`src/rtl/lpm_pkg.sv`:
```
package lpm_pkg;

    localparam int ADDR_W = 32;
    localparam int LEN_W  = 6;
    localparam int PORT_W = 4;
    localparam int TTL_W  = 8;

    typedef enum logic {
        ACT_DROP = 1'b0,
        ACT_NHOP = 1'b1
    } act_e;

    typedef struct packed {
        logic              valid;
        logic [ADDR_W-1:0] prefix;
        logic [LEN_W-1:0]  len;
        act_e              act;
        logic [ADDR_W-1:0] nhop;
        logic [PORT_W-1:0] port;
    } entry_t;

    // Bit b is kept when it lies inside the top len bits; lengths past ADDR_W keep all.
    function automatic logic [ADDR_W-1:0] len_mask(input logic [LEN_W-1:0] len);
        logic [ADDR_W-1:0] m;
        m = '0;
        for (int b = 0; b < ADDR_W; b++) begin
            if ((ADDR_W - b) <= int'(len)) m[b] = 1'b1;
        end
        return m;
    endfunction

    function automatic logic [LEN_W-1:0] eff_len(input logic [LEN_W-1:0] len);
        return (int'(len) > ADDR_W) ? LEN_W'(ADDR_W) : len;
    endfunction

endpackage

```
`src/rtl/lpm_table.sv`:
```
module lpm_table
    import lpm_pkg::*;
#(
    parameter  int N_ENTRIES = 16,
    localparam int IDX_W     = (N_ENTRIES > 1) ? $clog2(N_ENTRIES) : 1
) (
    input  logic             clk,
    input  logic             rst_n,
    input  logic             wr_en,
    input  logic [IDX_W-1:0] wr_idx,
    input  entry_t           wr_entry,
    output entry_t           ents [N_ENTRIES]
);

    entry_t tbl_d [N_ENTRIES];
    entry_t tbl_q [N_ENTRIES];

    always_comb begin
        tbl_d = tbl_q;
        if (wr_en && (int'(wr_idx) < N_ENTRIES)) tbl_d[wr_idx] = wr_entry;
    end

    always_ff @(posedge clk) begin
        if (!rst_n) begin
            for (int i = 0; i < N_ENTRIES; i++) tbl_q[i] <= '0;
        end else begin
            tbl_q <= tbl_d;
        end
    end

    assign ents = tbl_q;

    for (genvar g = 0; g < N_ENTRIES; g++) begin : g_chk
        AST_WR_LANDS: assert property (@(posedge clk) disable iff (!rst_n)
            (wr_en && wr_idx == IDX_W'(g)) |=> (ents[g] == $past(wr_entry)));
        AST_SLOT_KEEPS: assert property (@(posedge clk) disable iff (!rst_n)
            !(wr_en && wr_idx == IDX_W'(g)) |=> $stable(ents[g]));
    end

endmodule

```
`src/rtl/lpm_match.sv`:
```
module lpm_match
    import lpm_pkg::*;
#(
    parameter int N_ENTRIES = 16
) (
    input  logic              rst_n,
    input  entry_t            ents [N_ENTRIES],
    input  logic [ADDR_W-1:0] key,
    output logic              hit,
    output entry_t            best
);

    logic [N_ENTRIES-1:0] mvec;
    logic [LEN_W-1:0]     elen [N_ENTRIES];
    logic [LEN_W-1:0]     best_len;

    for (genvar g = 0; g < N_ENTRIES; g++) begin : g_cmp
        assign elen[g] = eff_len(ents[g].len);
        assign mvec[g] = ents[g].valid &&
                         (((key ^ ents[g].prefix) & len_mask(ents[g].len)) == '0);
    end

    // Scan upward: a strictly longer match replaces, so ties keep the lower index.
    always_comb begin
        hit      = 1'b0;
        best     = '0;
        best_len = '0;
        for (int i = 0; i < N_ENTRIES; i++) begin
            if (mvec[i] && (!hit || elen[i] > best_len)) begin
                hit      = 1'b1;
                best     = ents[i];
                best_len = elen[i];
            end
        end
    end

    always_comb begin
        if (rst_n) begin
            for (int j = 0; j < N_ENTRIES; j++) begin
                if (mvec[j]) begin
                    AST_LONGEST: assert (hit && eff_len(best.len) >= elen[j]);
                end
            end
        end
    end

endmodule

```
`src/rtl/lpm_action.sv`:
```
module lpm_action
    import lpm_pkg::*;
(
    input  logic              hit,
    input  entry_t            sel,
    input  logic [TTL_W-1:0]  ttl_in,
    output logic              drop,
    output logic [ADDR_W-1:0] nhop,
    output logic [PORT_W-1:0] port,
    output logic [TTL_W-1:0]  ttl_out
);

    logic fwd;

    always_comb begin
        fwd     = hit && (sel.act == ACT_NHOP);
        drop    = !fwd;
        nhop    = fwd ? sel.nhop : '0;
        port    = fwd ? sel.port : '0;
        ttl_out = fwd ? TTL_W'(ttl_in - 1'b1) : ttl_in;
    end

endmodule

```
`src/rtl/lpm_fwd_stage.sv`:
```
module lpm_fwd_stage
    import lpm_pkg::*;
(
    input  logic              clk,
    input  logic              rst_n,
    input  logic              cp_wr_en,
    input  logic [3:0]        cp_wr_idx,
    input  logic              cp_wr_valid,
    input  logic [ADDR_W-1:0] cp_wr_prefix,
    input  logic [LEN_W-1:0]  cp_wr_len,
    input  logic              cp_wr_act,
    input  logic [ADDR_W-1:0] cp_wr_nhop,
    input  logic [PORT_W-1:0] cp_wr_port,
    input  logic              in_vld,
    input  logic [ADDR_W-1:0] in_dst,
    input  logic [TTL_W-1:0]  in_ttl,
    output logic              out_vld,
    output logic              out_drop,
    output logic              out_hit,
    output logic [ADDR_W-1:0] out_nhop,
    output logic [PORT_W-1:0] out_port,
    output logic [TTL_W-1:0]  out_ttl
);

    localparam int N_ENTRIES = 16;

    typedef struct packed {
        logic              vld;
        logic              drop;
        logic              hit;
        logic [ADDR_W-1:0] nhop;
        logic [PORT_W-1:0] port;
        logic [TTL_W-1:0]  ttl;
    } res_t;

    entry_t            wr_entry;
    entry_t            ents [N_ENTRIES];
    entry_t            best;
    logic              m_hit;
    logic              a_drop;
    logic [ADDR_W-1:0] a_nhop;
    logic [PORT_W-1:0] a_port;
    logic [TTL_W-1:0]  a_ttl;
    res_t              res_d;
    res_t              res_q;

    always_comb begin
        wr_entry.valid  = cp_wr_valid;
        wr_entry.prefix = cp_wr_prefix;
        wr_entry.len    = cp_wr_len;
        wr_entry.act    = act_e'(cp_wr_act);
        wr_entry.nhop   = cp_wr_nhop;
        wr_entry.port   = cp_wr_port;
    end

    lpm_table #(.N_ENTRIES(N_ENTRIES)) u_table (
        .clk      (clk),
        .rst_n    (rst_n),
        .wr_en    (cp_wr_en),
        .wr_idx   (cp_wr_idx),
        .wr_entry (wr_entry),
        .ents     (ents)
    );

    lpm_match #(.N_ENTRIES(N_ENTRIES)) u_match (
        .rst_n (rst_n),
        .ents  (ents),
        .key   (in_dst),
        .hit   (m_hit),
        .best  (best)
    );

    lpm_action u_action (
        .hit     (m_hit),
        .sel     (best),
        .ttl_in  (in_ttl),
        .drop    (a_drop),
        .nhop    (a_nhop),
        .port    (a_port),
        .ttl_out (a_ttl)
    );

    always_comb begin
        res_d     = res_q;
        res_d.vld = 1'b0;
        if (in_vld) begin
            res_d.vld  = 1'b1;
            res_d.drop = a_drop;
            res_d.hit  = m_hit;
            res_d.nhop = a_nhop;
            res_d.port = a_port;
            res_d.ttl  = a_ttl;
        end
    end

    always_ff @(posedge clk) begin
        if (!rst_n) res_q <= '0;
        else        res_q <= res_d;
    end

    assign out_vld  = res_q.vld;
    assign out_drop = res_q.drop;
    assign out_hit  = res_q.hit;
    assign out_nhop = res_q.nhop;
    assign out_port = res_q.port;
    assign out_ttl  = res_q.ttl;

    AST_VLD_FOLLOWS: assert property (@(posedge clk) disable iff (!rst_n)
        in_vld |=> out_vld);
    AST_IDLE_HOLD: assert property (@(posedge clk) disable iff (!rst_n)
        !in_vld |=> (!out_vld && $stable(out_drop) && $stable(out_hit) &&
                     $stable(out_nhop) && $stable(out_port) && $stable(out_ttl)));
    AST_MISS_DROP: assert property (@(posedge clk) disable iff (!rst_n)
        (out_vld && !out_hit) |-> out_drop);
    AST_DROP_CLEAN: assert property (@(posedge clk) disable iff (!rst_n)
        (in_vld ##1 (out_vld && out_drop)) |->
            (out_nhop == '0 && out_port == '0 && out_ttl == $past(in_ttl)));
    AST_TTL_STEP: assert property (@(posedge clk) disable iff (!rst_n)
        (in_vld ##1 (out_vld && !out_drop)) |->
            (out_hit && out_ttl == TTL_W'($past(in_ttl) - 1'b1)));

endmodule

```
`config.mk`:
```
export PLATFORM = sky130hd
export DESIGN_NAME = lpm_fwd_stage
export DESIGN_NICKNAME = d
export VERILOG_FILES = /design/src/rtl/lpm_pkg.sv /design/src/rtl/lpm_table.sv /design/src/rtl/lpm_match.sv /design/src/rtl/lpm_action.sv /design/src/rtl/lpm_fwd_stage.sv
export SDC_FILE = /design/constraint.sdc
export NUM_CORES = 2
export LEC_CHECK = 0
export BUFFER_PORTS_ARGS = -buffer_cell sky130_fd_sc_hd__buf_2
export CAP_MARGIN = 20
export CORE_UTILIZATION = 45
export DETAILED_ROUTE_END_ITERATION = 16
export PLACE_DENSITY_LB_ADDON = 0.2
export SKIP_CTS_REPAIR_TIMING = 1
export SLEW_MARGIN = 20
export SYNTH_ARGS = -nofsm -noshare
export SYNTH_HDL_FRONTEND = slang
export SYNTH_SLANG_ARGS = --single-unit
```
`constraint.sdc`:
```
create_clock -name clk -period 42.7 [get_ports clk]
set_clock_uncertainty 0.05 [all_clocks]
set_input_delay 4.27 -clock clk [delete_from_list [all_inputs] [get_ports clk]]
set_output_delay 4.27 -clock clk [all_outputs]
set_load 0.05 [all_outputs]
```
==> Flow_metrics.wiki <==
{| class="wikitable"
! Metric !! Value
|-
| Outcome || complete, no violations
|-
| Primary FF master, synth || dfxtp_1
|-
| Worst Setup Slack, final || 5100 ps
|-
| Syn_area_per_cell || 7.27 um2
|-
| Die X-Extent || 380 um
|-
| Post-synth net total || 9068
|-
| Routed wire per std cell || 25.9 um
|-
| PD cells || 38.6 nW/um2
|-
| Number of search-and-repair iterations in the first detailed-routing pass || 6
|-
| Fraction of layout cells with a size suffix above 1 || 7.68%
|-
| Layout area overhead || 8.86%
|-
| Reg2reg setup slack || 7750 ps
|-
| Gate family responsible for the most delay along the worst path || compound AO/OA/AOI/OAI gates
|-
| Worst slack after detailed placement || 4520 ps
|-
| Post-synthesis xor/xnor area fraction || 6.95%
|-
| Worst-path maximum fanout || 78
|-
| Max_cap viols || 0
|-
| Number of logic stages on the critical path including buffering || 165
|-
| Initial antenna violation count || 15
|-
| Cell types occupying the most area after synthesis || dfxtp_1 (39%), nand2_1 (15%), a21oi_1 (11%), clkbuf_1 (4.5%), xnor2_1 (3.6%)
|-
| Clock transition at the register clock pins on the worst setup and hold paths after CTS || 60 ps
|-
| Total CTS buffers || 143
|-
| Share of synthesized area spent on multiplexers || 0.132%
|-
| Fraction of synthesis flops using an asynchronous set or reset pin || 0%
|-
| Effective utilization at floorplan || 45.4%
|-
| Final-report setup violation count || 0
|-
| WHS || 400 ps
|-
| Via count normalized by instance count || 6.10
|-
| Combined area of the multi-input logic cells || 35700 um2
|-
| Total congestion overflow after global routing || 0
|-
| Min-Delay Path Class || reg2reg
|-
| CTS tree || done
|-
| Post-detailed-route DRC marker count || 0
|-
| Arrival time at the worst endpoint || 38220 ps
|-
| Yosys warning total || 0
|-
| Clk Tree Root Cell || clkbuf_16
|-
| Deepest clock path buffer count || 3
|-
| Maximum number of pins on one net before global-route repair || 203
|-
| Core box area || 142000 um2
|-
| WS Path Type || in2reg
|-
| Main combinational cell family by area after synthesis || compound AO/OA/AOI/OAI gates
|-
| Number of antenna-violating nets in the routed design || 0
|-
| Number of DRC markers in iteration 0 || 7030
|-
| Slowest cell on the critical path || o41ai_1
|-
| H-tree levels || 4
|-
| Unrepaired setup endpoints after global routing || no
|-
| Total routing resource utilization after global routing || 35.7%
|-
| Leakage || 24.4 nW
|-
| Synth Area in Adders || 1.89%
|-
| Crit path top cell by count || o21a_1
|-
| Estimated wirelength of the detail-placed design || 169 mm
|-
| Max-slew violation total from the final report || 0
|-
| Compound-cell area share of the yosys netlist || 23.9%
|-
| Synthesized-area fraction occupied by and/or/nand/nor cells || 21.9%
|-
| Final layout net count || 8599
|-
| # rows || 138
|-
| Total clock sinks || 1263
|-
| R2R cell count || 163
|-
| Largest stage delay, worst path || 770 ps
|-
| Final estimated routing congestion in global placement || 0.981
|-
| Overall power || 2.70 mW
|-
| Die Ht || 380 um
|-
| Number of hold-slack violations in the final timing report || 0
|-
| Vias after detailed routing || 63.3k
|-
| Flops & latches, synth || 1263
|-
| Detailed Route WL || 269 mm
|-
| Num ports || 171
|-
| Worst ir drop on vdd || 0.0000362 V
|-
| Yosys top cell by area || dfxtp_1
|-
| Later-pin clock latency in the skew report || 800 ps
|-
| Vias in the first global route || 57.5k
|-
| Hold depth || 2
|-
| Headroom to the max-slew limit || 18.8%
|-
| Mapped Area || 64400 um2
|-
| FMAX || 26.6 MHz
|-
| Number of buffer and inverter instances along the worst setup path || 11
|-
| Fraction of the cycle the final worst path needs || 88.0%
|-
| Final total negative setup slack || 0 ps
|-
| Sequential standard cell area || 25300 um2
|-
| Number of distinct library cells after synthesis || 102
|-
| Tightest Pin Transition || 1200 ps
|-
| Total die area || 145000 um2
|-
| Type of element capturing the critical path || flip-flop
|-
| Post-synthesis cell count || 8853
|-
| Worst endpoint required time || 43320 ps
|-
| Fraction of the yosys area taken by sequential cells || 39.3%
|-
| Startpoint types || input pin
|-
| Number of synthesized flops with an enable pin || 0
|-
| Global-route wire length before repair || 390 mm
|-
| Share of Yosys cell area claimed by the top area cell type || 39.3%
|-
| Fillers || 14.1k
|-
| Final core area utilization || 49.4%
|-
| Quantity of I/O buffers inserted on ports || 170
|-
| Minimum clock period || 37600 ps
|}
final cells by class:
type                            instances  share of cell area (%)
Timing Repair Buffer                  293                    2.61
Multi-Input combinational cell       6609                    50.9
Clock buffer                          200                    5.92
Inverter                               74                   0.407
Clock inverter                         46                   0.709
Tap cell                             1890                    3.37
Antenna cell                            4                  0.0143
Sequential cell                      1263                    36.1
cell usage after synthesis (all sizes together), types with 49 or more instances:
| cell | instances |
|---|---|
| a211oi | 65 |
| a21oi | 1448 |
| a221oi | 118 |
| a22oi | 60 |
| a31oi | 75 |
| and3 | 58 |
| buf | 134 |
| clkbuf | 773 |
| dfxtp | 1263 |
| ha | 91 |
| inv | 71 |
| nand2 | 2613 |
| nand3 | 56 |
| nor2 | 280 |
| nor2b | 57 |
| nor3 | 138 |
| o21a | 49 |
| o21ai | 299 |
| o22ai | 89 |
| o31ai | 57 |
| xnor2 | 262 |
| xor2 | 249 |
sequential cells by signal, indices dropped and copies added, names as in the netlist:
register,cells
out_drop,1
out_vld,1
out_port,4
u_table.ents,1216
out_ttl,8
out_nhop,32
out_hit,1
report_power, final:
group / leakage (nW) / internal [mW] / switching [mW]
Combinational: 11.9 / 0.0630 / 0.184
Sequential: 10.2 / 1.19 / 0.0135
Clock: 2.27 / 0.724 / 0.523
Total: 24.4 / 1.98 / 0.721
final timing paths:
check | to | from
setup / recovery | out_ttl[2] | in_dst[3]
hold / removal | u_table.ents[859] | u_table.ents[859]
hold reg to reg | u_table.ents[859] | u_table.ents[859]
setup reg to reg | out_ttl[2] | u_table.ents[1182]
cell usage in the layout, fill, tap and decap left out, types with 73 or more instances in the layout:
cell type	netlist	final
buf_4	0	120
clkbuf_16	0	147
ha_1	91	91
xnor2_1	262	262
buf_2	55	170
a221oi_1	118	118
a31oi_1	74	73
o22ai_1	89	89
nor2_1	280	261
nand2_1	2613	2599
a21oi_1	1446	1446
o21ai_0	294	294
xor2_1	249	249
nor3_1	138	132
dfxtp_1	1263	1263
metal layers:
| metal | vias up | track usage [%] | wire length, um |
|---|---|---|---|
| met5 | - | 0 | 132 |
| li1 | 29100 | - | - |
| met3 | 626 | 7.03 | 25400 |
| met4 | 20 | 19.4 | 16400 |
| met1 | 30400 | 46.2 | 107000 |
| met2 | 3069 | 55.9 | 120000 |
cells by family after synthesis:
kind of cell / count (synthesis)
AND/OR/NAND/NOR: 3424
AO/OA/AOI/OAI: 2567
flip-flops: 1263
buffers and inverters: 981
XOR/XNOR: 511
adder cells (fa/ha/maj): 99
multiplexers: 8
stage by stage:
step	instance area, um2	instances
finish	70100	10400
global route	70100	10400
CTS	70000	10400
detailed placement	65400	10100
global placement	65400	10100
floorplan	64400	8853
tightest hold or removal path, stage by stage, from the launching register on:
cell	delay (ps)
dfxtp_1	300
nand2_1	50
a21oi_1	50
Note: power is estimated with default switching activity, not from simulation.
